$ cat config.mk
export PLATFORM = sky130hd
export DESIGN_NAME = quantum_arbiter
export DESIGN_NICKNAME = d
export VERILOG_FILES = /design/src/rtl/quantum_arbiter.sv
export SDC_FILE = /design/constraint.sdc
export NUM_CORES = 1
export LEC_CHECK = 0
export ABC_CLOCK_PERIOD_IN_PS = 3100
export BUFFER_PORTS_ARGS = -buffer_cell sky130_fd_sc_hd__buf_2
export CORE_AREA = 2 2 39 41
export DETAILED_ROUTE_END_ITERATION = 12
export DIE_AREA = 0 0 41 43
export SLEW_MARGIN = 0
export SYNTH_ARGS = -nofsm -noshare
export SYNTH_HDL_FRONTEND = slang
export SYNTH_SLANG_ARGS = --single-unit
$ cat constraint.sdc
create_clock -name clk -period 3.1 [get_ports clk]
set_input_delay 0.31 -clock clk [delete_from_list [all_inputs] [get_ports clk]]
set_output_delay 0.31 -clock clk [all_outputs]
set_load 0.02 [all_outputs]
$ cat src/rtl/quantum_arbiter.sv
module quantum_arbiter #(
  parameter int QUANTUM = 32,
  localparam int CW = (QUANTUM > 1) ? $clog2(QUANTUM) : 1
) (
  input  logic clk,
  input  logic rst,
  input  logic rx_req,
  input  logic rx_done,
  input  logic tx_req,
  input  logic tx_done,
  output logic rx_gnt,
  output logic tx_gnt
);

  localparam logic [CW-1:0] LAST = CW'(QUANTUM - 1);

  logic [CW-1:0] cnt;
  logic          pri_rx;

  wire held      = rx_gnt | tx_gnt;
  wire hold_req  = rx_gnt ? rx_req  : tx_req;
  wire hold_done = rx_gnt ? rx_done : tx_done;
  wire expire    = (cnt == LAST);
  wire release_now = held && (!hold_req || hold_done || expire);
  wire pick_rx   = rx_req && (!tx_req || pri_rx);
  wire pick_tx   = tx_req && !pick_rx;

  always_ff @(posedge clk) begin
    if (rst) begin
      rx_gnt <= 1'b0;
      tx_gnt <= 1'b0;
      cnt    <= '0;
      pri_rx <= 1'b1;
    end else if (held) begin
      if (release_now) begin
        rx_gnt <= 1'b0;
        tx_gnt <= 1'b0;
        cnt    <= '0;
      end else begin
        cnt <= cnt + CW'(1);
      end
    end else begin
      rx_gnt <= pick_rx;
      tx_gnt <= pick_tx;
      cnt    <= '0;
      if (pick_rx)      pri_rx <= 1'b0;
      else if (pick_tx) pri_rx <= 1'b1;
    end
  end


  gnt_onehot_chk: assert property (@(posedge clk) disable iff (rst)
    $onehot0({rx_gnt, tx_gnt}));


  rst_clear_chk: assert property (@(posedge clk)
    rst |=> (!rx_gnt && !tx_gnt));


  quantum_cap_chk: assert property (@(posedge clk) disable iff (rst)
    (held && expire) |=> (!rx_gnt && !tx_gnt));


  rx_done_drop_chk: assert property (@(posedge clk) disable iff (rst)
    (rx_gnt && rx_done) |=> !rx_gnt);


  tx_done_drop_chk: assert property (@(posedge clk) disable iff (rst)
    (tx_gnt && tx_done) |=> !tx_gnt);


  idle_gap_chk: assert property (@(posedge clk) disable iff (rst)
    ($fell(rx_gnt) || $fell(tx_gnt)) |-> (!rx_gnt && !tx_gnt));


  rr_to_tx_chk: assert property (@(posedge clk) disable iff (rst)
    ($fell(rx_gnt) && tx_req) |=> tx_gnt);


  rr_to_rx_chk: assert property (@(posedge clk) disable iff (rst)
    ($fell(tx_gnt) && rx_req) |=> rx_gnt);


  foreign_done_chk: assert property (@(posedge clk) disable iff (rst)
    (tx_gnt && tx_req && !tx_done && !expire && rx_done) |=> tx_gnt);

endmodule

==> impl_metrics.ini, run 1 <==
[floorplanning]
die_width_um = 41
die_h_um = 43
start_util_pct = 25.1
die-area_um2 = 1760
ioPinCount = 8
rows = 14
core_area_um2 = 1380

[layout]
antenna_cells = 0
area_growth_pct = 22.3
fin_nets = 54
drive_gt1_share_pct = 27.3
finalNonFillerCells = 60

[synth]
async_reset_ff_share_pct = 0
synthTopCellsByCount = dfxtp_1, nor2_1, nand2_1, nor2b_1
yosysWarnings = 0
synth_cell_types = 16
synth_top_area_share_pct = 46.0
synth_top_area_cell = dfxtp_1
netlist_area_um2 = 348
synthTopCellsByArea = dfxtp_1, ha_1, nor4b_4
syn_inst = 34
synth_most_common_cell = dfxtp_1
syn_nets = 42
syn_area_per_cell_um2 = 10.2
ys_seq_area_share_pct = 46.0
synth_edf_count = 0
ys.flop_type = dfxtp_1
synth.ff_latch_count = 8

[timing]
hold_viol = 0
relSlewSlack_pct = 78.7
grt_setup_unrepaired = no
finalMaxSlewViolations = 0
fin_setup_tns_ns = 0
max_freq_ghz = 0.619
worstMarginPinSlew_ns = 0.319
skew_ns = 0.00693
setup_slack_ns = 1.49
setup_viol = 0
final.min_clock_period_ns = 1.61
period_share_pct = 52.1

[power]
power_density_nw_per_um2 = 493
p_leak_nw = 0.181
ir_drop_v = 0.000200
fin_total_pwr_w = 0.000210

[placement]
post-place-ws_ns = 1.46
port_buffers = 7
gp_routability_congestion = 0.631
placed_cells = 57
hpwl_um = 425

[clock_network]
holdBufCountCts = 0
postCtsSetupBuffers = 0
cts-root-buf = clkbuf_4
ctsResizeCount = 0
cts_buffers = 3
cts_sinks = 8
cts_max_path_buffers = 2
tritoncts = done
clkTransAtPathRegs_ns = 0.05
h-tree-depth = 1
clk_latency_ns = 0.25

[global_routing]
grt_pass1_vias = 206
antenna_found_initial = 0
grt_pass1_wl_um = 821
grt_max_degree = 7
overflow = 0
grt_use_total_pct = 7.75

[drt]
wire_per_inst_um = 9.02
drt_iter0_markers = 7
avgViaCountPerCell = 4.55
firstDrtPassIters = 2
drcViolationCount = 0
vias = 273
ant_nets = 0
routed_wl_um = 541

[min_path]
hp-class = primary input to flip-flop
hold_start = rst
min_to = pri_rx$_SDFFE_PP1P_
hold_depth = 2

[critical_path]
cp.required_ns = 3.28
rrSetupSlack_ns = 1.49
start_kind = flip-flop
cp_max_fo = 5
end_kind = flip-flop
critPathKind = flip-flop to flip-flop
setup.worst_path.start = cnt[0]$_SDFF_PP0_
r2r_start = cnt[0]$_SDFF_PP0_
cp.arrival_ns = 1.80
worstReg2RegEnd = cnt[2]$_SDFF_PP0_
reg2reg_depth = 6

[run]
drv_cap = 0

[outcome]
status = finished, final reports clean
==> flip-flops by register name, indices dropped and copies added, names as in the netlist <==
register,count
pri_rx,1
tx_gnt,1
cnt,5
rx_gnt,1
==> layout make-up <==
type | instances | area [µm²]
clock buffers | 3 | 22.5
fillers | 144 | 958
multi-input cells | 26 | 188
flip-flops and latches | 8 | 160
well taps | 16 | 20.0
repair buffers | 7 | 35.0
==> kinds of logic (layout without fill, tap and decap cells) <==
family / Yosys count / in the layout / synth area share, %
compound gates: 5 / 5 / 10.8
flops: 8 / 8 / 46.0
fa+ha+maj: 2 / 2 / 7.19
xor+xnor: 2 / 2 / 5.04
buf+inv: 0 / 10 / 0
simple gates: 17 / 17 / 30.9
==> power breakdown <==
group	total, W	leakage [nW]	switching, W	internal, W
Clock	0.0000773	0.0138	0.0000331	0.0000441
Combinational	0.0000210	0.102	0.0000112	0.00000988
Sequential	0.000111	0.0651	0.00000431	0.000107
Total	0.000210	0.181	0.0000486	0.000161
==> layout by cell type (no fill, tap or decap), drive strengths merged <==
cell type	n
a21oi	1
a221o	1
a22oi	1
and3	1
buf	7
clkbuf	3
dfxtp	8
ha	2
nand2	3
nand3	2
nand3b	1
nor2	4
nor2b	3
nor3b	2
nor4b	1
o21ai	2
xnor2	1
xor2	1
==> through the flow <==
stage | util, % | cell area (µm²) | hold slack (ns)
floorplan | - | 348 | 0.415
global placement | 29.1 | 403 | 0.453
detailed placement | 29.1 | 403 | 0.444
CTS | 30.7 | 425 | 0.311
global route | 30.7 | 425 | 0.332
finish | 30.7 | 425 | 0.327
==> critical path: stages, from the launching register on <==
cell and delay (ns):
dfxtp_1 0.32, ha_1 0.22, and3_1 0.19, ha_1 0.22, nor4b_4 0.32, a22oi_2 0.17, nor2_1 0.13
==> routing by layer <==
| layer | share of wire, % | GRT usage [%] |
|---|---|---|
| met4 | 0 | 2.00 |
| met2 | 41 | 9.06 |
| met1 | 49 | 8.77 |
| met3 | 9.8 | 9.42 |
| met5 | 0 | 0 |
==> how the worst max path moves through the flow <==
stage,to,slack [ns]
4_1_cts,cnt[2]$_SDFF_PP0_,1.45
3_5_place_dp,cnt[2]$_SDFF_PP0_,1.46
3_3_place_gp,cnt[1]$_SDFF_PP0_,1.47
2_1_floorplan,cnt[1]$_SDFF_PP0_,1.58
5_1_grt,cnt[2]$_SDFF_PP0_,1.37
6_report,cnt[2]$_SDFF_PP0_,1.49
Power figures use the tool's default switching activity.
==> inputs of run 2 (changes only) <==
ABC_CLOCK_PERIOD_IN_PS = 1700   (was 3100)
clock period = 1.7 ns   (was 3.1 ns; I/O delays follow)
==> impl_metrics.ini, run 2 (synthesis gave the netlist of run 1 again) <==
[outcome]
status = finished, final reports clean

[timing]
max_freq_ghz = 0.638
skew_ns = 0.00686
final.min_clock_period_ns = 1.57
hold_viol = 0
worstMarginPinSlew_ns = 0.346
grt_setup_unrepaired = no
relSlewSlack_pct = 76.9
period_share_pct = 92.2
hold_ws_ns = 0.185
finalMaxSlewViolations = 0
fin_setup_tns_ns = 0
setup_viol = 0

[drt]
vias = 277
wire_per_inst_um = 9.78
drt_iter0_markers = 4
firstDrtPassIters = 3
drcViolationCount = 0
avgViaCountPerCell = 4.62
routed_wl_um = 587
ant_nets = 0

[critical_path]
cp_max_fo = 5
cp.arrival_ns = 1.75
cp_cell_sequence = ha_2, and3_4, ha_4, nor4b_4, a22oi_2, nor2b_1
end_kind = flip-flop
critPathKind = flip-flop to flip-flop
cp_slowest_stage_delay_ns = 0.33
critPathBufInv = 0
start_kind = flip-flop
cp_slowest_cell = nor4b_4
path_delay_family = simple AND/OR/NAND/NOR gates
cp.required_ns = 1.89

[floorplanning]
die-area_um2 = 1760
core_area_um2 = 1380
ioPinCount = 8
die_width_um = 41
die_h_um = 43
start_util_pct = 25.1
rows = 14

[layout]
mostFrequentLayoutCell = dfxtp_1
top_register = cnt
drive_gt1_share_pct = 34.1
finalNonFillerCells = 60
fillers = 148
antenna_cells = 0
fin_area_um2 = 445
largest_reg_flops = 5
final_cell_mix = dfxtp_1, buf_2, nor2_1
fin_nets = 54
area_growth_pct = 28.1

[global_routing]
grt_max_degree = 7
grt_use_total_pct = 8.86
antenna_found_initial = 0
grt_pass1_wl_um = 959
overflow = 0
grt_pass1_vias = 244

[power]
ir_drop_v = 0.000421
fin_total_pwr_w = 0.000388
power_density_nw_per_um2 = 871
p_leak_nw = 0.173

[clock_network]
cts-root-buf = clkbuf_4
h-tree-depth = 1
clk_latency_ns = 0.26
tritoncts = done
holdBufCountCts = 0
cts_max_path_buffers = 2
postCtsSetupBuffers = 0
cts_sinks = 8
clkTransAtPathRegs_ns = 0.06
cts_buffers = 3

[placement]
gp_routability_congestion = 0.605
detailed_place.area_um2 = 403
placed_cells = 57
port_buffers = 7
hpwl_um = 424

[min_path]
hp-class = primary input to flip-flop

[run]
drv_cap = 0
-- run 2: cell counts in the layout (fill, tap and decap cells not counted) --
No cell type changed its count.
-- run 2: final cells by class --
| type | instances | area [µm²] | share of cell area (%) |
|---|---|---|---|
| Timing Repair Buffer | 7 | 35.0 | 7.87 |
| Multi-Input combinational cell | 26 | 208 | 46.6 |
| Tap cell | 16 | 20.0 | 4.49 |
| Clock buffer | 3 | 22.5 | 5.06 |
| Sequential cell | 8 | 160 | 36.0 |
-- run 2: path summary, 6_finish.rpt --
path / start / depth (start not counted) / end / slack, ns
worst max-delay path: cnt[0]$_SDFF_PP0_ / 6 / cnt[4]$_SDFF_PP0_ / 0.13
worst min-delay path: rst / 2 / pri_rx$_SDFFE_PP1P_ / 0.18
worst max register to register: cnt[0]$_SDFF_PP0_ / 6 / cnt[4]$_SDFF_PP0_ / 0.13
worst min register to register: cnt[0]$_SDFF_PP0_ / 1 / cnt[0]$_SDFF_PP0_ / 0.45
-- run 2: stage by stage --
step,setup slack (ns),util (%)
5_1_grt,0.0373,32.2
3_3_place_gp,0.0904,29.1
6_report,0.133,32.2
4_1_cts,0.0456,30.7
2_1_floorplan,0.180,-
3_5_place_dp,0.0525,29.1
-- run 2: per-layer routing --
layer  up-vias  global-route usage [%]  share of wire (%)
met3         2                    7.85                9.7
met4         0                    6.00                1.7
li1        141                       -                  -
met2         8                    10.3                 45
met5         -                       0                  0
met1       126                    10.1                 43
-- run 2: where the power goes --
part           internal [W]  switching [W]  leakage (nW)
Clock             0.0000809      0.0000657        0.0138
Sequential         0.000195     0.00000764        0.0651
Combinational     0.0000181      0.0000207        0.0938
-- run 2: repair_timing --
item,in CTS,in global routing
setup endpoints to repair,0,5
endpoints found under the hold margin,0,0
resized for setup,0,4
==> inputs of run 3 (changes only) <==
ABC_CLOCK_PERIOD_IN_PS = 1550   (was 1700)
clock period = 1.55 ns   (was 1.7 ns; I/O delays follow)
==> impl_metrics.ini, run 3 (synthesis gave the netlist of run 1 again) <==
[drt]
firstDrtPassIters = 4
wl_met2_um = 318
dr_wl_met3_um = 65
drt-met1-wl_um = 293
drcViolationCount = 0
ant_nets = 0
avgViaCountPerCell = 4.66
drt_iter0_markers = 6
route.top_layer_used = met3
wire_per_inst_um = 10.4
vias = 303
routed_wl_um = 677

[layout]
final_cell_mix = buf_2, dfxtp_1, buf_4
antenna_cells = 0
largest_reg_flops = 5
mostFrequentLayoutCell = buf_2
fin_area_um2 = 495
area_growth_pct = 42.4
drive_gt1_share_pct = 44.9
top_register = cnt
fin_nets = 59

[critical_path]
cp_slowest_cell = dfxtp_2
cp.arrival_ns = 1.68
end_kind = flip-flop
cp_max_fo = 5
critPathKind = flip-flop to flip-flop
cp_slowest_stage_delay_ns = 0.33
reg2reg_depth = 6
cpMostUsedCell = ha_4
r2r_start = cnt[1]$_SDFF_PP0_
start_kind = flip-flop
cp_cell_sequence = ha_4, and3_4, ha_4, nor4b_4, a22oi_2, nor2_1
cp.required_ns = 1.73
rrSetupSlack_ns = 0.05
worstReg2RegEnd = cnt[0]$_SDFF_PP0_
critPathBufInv = 0
path_delay_family = simple AND/OR/NAND/NOR gates

[power]
ir_drop_v = 0.000552
p_leak_nw = 0.199
power_density_nw_per_um2 = 864

[floorplanning]
core_area_um2 = 1380
ioPinCount = 8
die_width_um = 41
rows = 14
start_util_pct = 25.1
die_h_um = 43
die-area_um2 = 1760

[placement]
detailed_place.area_um2 = 425
gp_routability_congestion = 0.623
post-place-ws_ns = -0.0518
hpwl_um = 477
port_buffers = 7

[clock_network]
cts-root-buf = clkbuf_4
cts_max_path_buffers = 2
clkTransAtPathRegs_ns = 0.05
cts_buffers = 3
tritoncts = done
cts_sinks = 8
clk_latency_ns = 0.25
holdBufCountCts = 0
h-tree-depth = 1

[min_path]
hold_depth = 2
hold_start = rst
min_to = pri_rx$_SDFFE_PP1P_
hp-class = primary input to flip-flop

[timing]
relSlewSlack_pct = 77.7
worstMarginPinSlew_ns = 0.334
max_freq_ghz = 0.666
period_share_pct = 96.9
setup_viol = 0
final.min_clock_period_ns = 1.50
setup_slack_ns = 0.0488
hold_viol = 0
skew_ns = 0.00279
grt_setup_unrepaired = yes
finalMaxSlewViolations = 0

[global_routing]
grt_use_total_pct = 9.87
antenna_found_initial = 0
overflow = 0
grt_pass1_vias = 283
grt_pass1_wl_mm = 1.15
grt_max_degree = 7

[run]
drv_cap = 0

[outcome]
status = finished, final reports clean
==> run 3: cell types whose count changed in the layout (fill, tap and decap cells not counted) <==
| cell | before | now |
|---|---|---|
| buf_4 | 0 | 5 |
| dfxtp_1 | 8 | 6 |
| dfxtp_2 | 0 | 2 |
| ha_2 | 1 | 0 |
| ha_4 | 1 | 2 |
==> run 3: report_power, final <==
group          internal, W  leakage (nW)  switching, W
Combinational    0.0000234         0.119     0.0000242
Sequential        0.000214        0.0661    0.00000913
Clock            0.0000885        0.0138     0.0000692
==> run 3: worst register-to-register path: cells and delay by family, from the launching register on <==
kind | cells | cell delay (ns)
adders and majority gates | 2 | 0.31
AOI/OAI and AO/OA | 1 | 0.17
and+or+nand+nor | 3 | 0.62
DFF | 1 | 0.33
==> run 3: how the worst max path moves through the flow <==
stage | from | end | slack (ns) | cells past startpoint
floorplan | cnt[0]$_SDFF_PP0_ | cnt[1]$_SDFF_PP0_ | 0.03 | 6
global placement | cnt[0]$_SDFF_PP0_ | cnt[4]$_SDFF_PP0_ | -0.007 | 6
detailed placement | cnt[0]$_SDFF_PP0_ | cnt[1]$_SDFF_PP0_ | -0.05 | 6
CTS | cnt[0]$_SDFF_PP0_ | cnt[4]$_SDFF_PP0_ | 0.006 | 6
global route | cnt[1]$_SDFF_PP0_ | cnt[4]$_SDFF_PP0_ | -0.06 | 6
finish | cnt[1]$_SDFF_PP0_ | cnt[0]$_SDFF_PP0_ | 0.05 | 6
==> run 3: per-stage QoR <==
step / utilization (%) / total power [W] / instances / TNS, ns / hold WS, ns
floorplan: - / 0.000251 / 34 / 0 / 0.260
global placement: 30.7 / 0.000272 / 60 / -0.0131 / 0.436
detailed placement: 30.7 / 0.000272 / 60 / -0.228 / 0.433
CTS: 33.8 / 0.000433 / 64 / 0 / 0.175
global route: 35.8 / 0.000454 / 65 / -0.279 / 0.185
finish: 35.8 / 0.000428 / 65 / 0 / 0.177
==> run 3: area by class of cell <==
class,instances,area (µm²)
Clock buffer,3,22.5
Fill cell,138,888
Multi-Input combinational cell,26,218
Sequential cell,8,163
Tap cell,16,20.0
Timing Repair Buffer,12,72.6
==> run 3: timing repair <==
| item | in CTS | in global routing |
|---|---|---|
| setup endpoints to repair | 6 | 7 |
| buffers inserted | 1 | 1 |
| resized for setup | 5 | 2 |
| pin swaps | 2 | 6 |
==> run 3: layer usage <==
layer	track usage, %	vias up
met5	0	-
met4	0	0
met3	7.85	0
met2	13.8	10
met1	12.7	140
li1	-	153
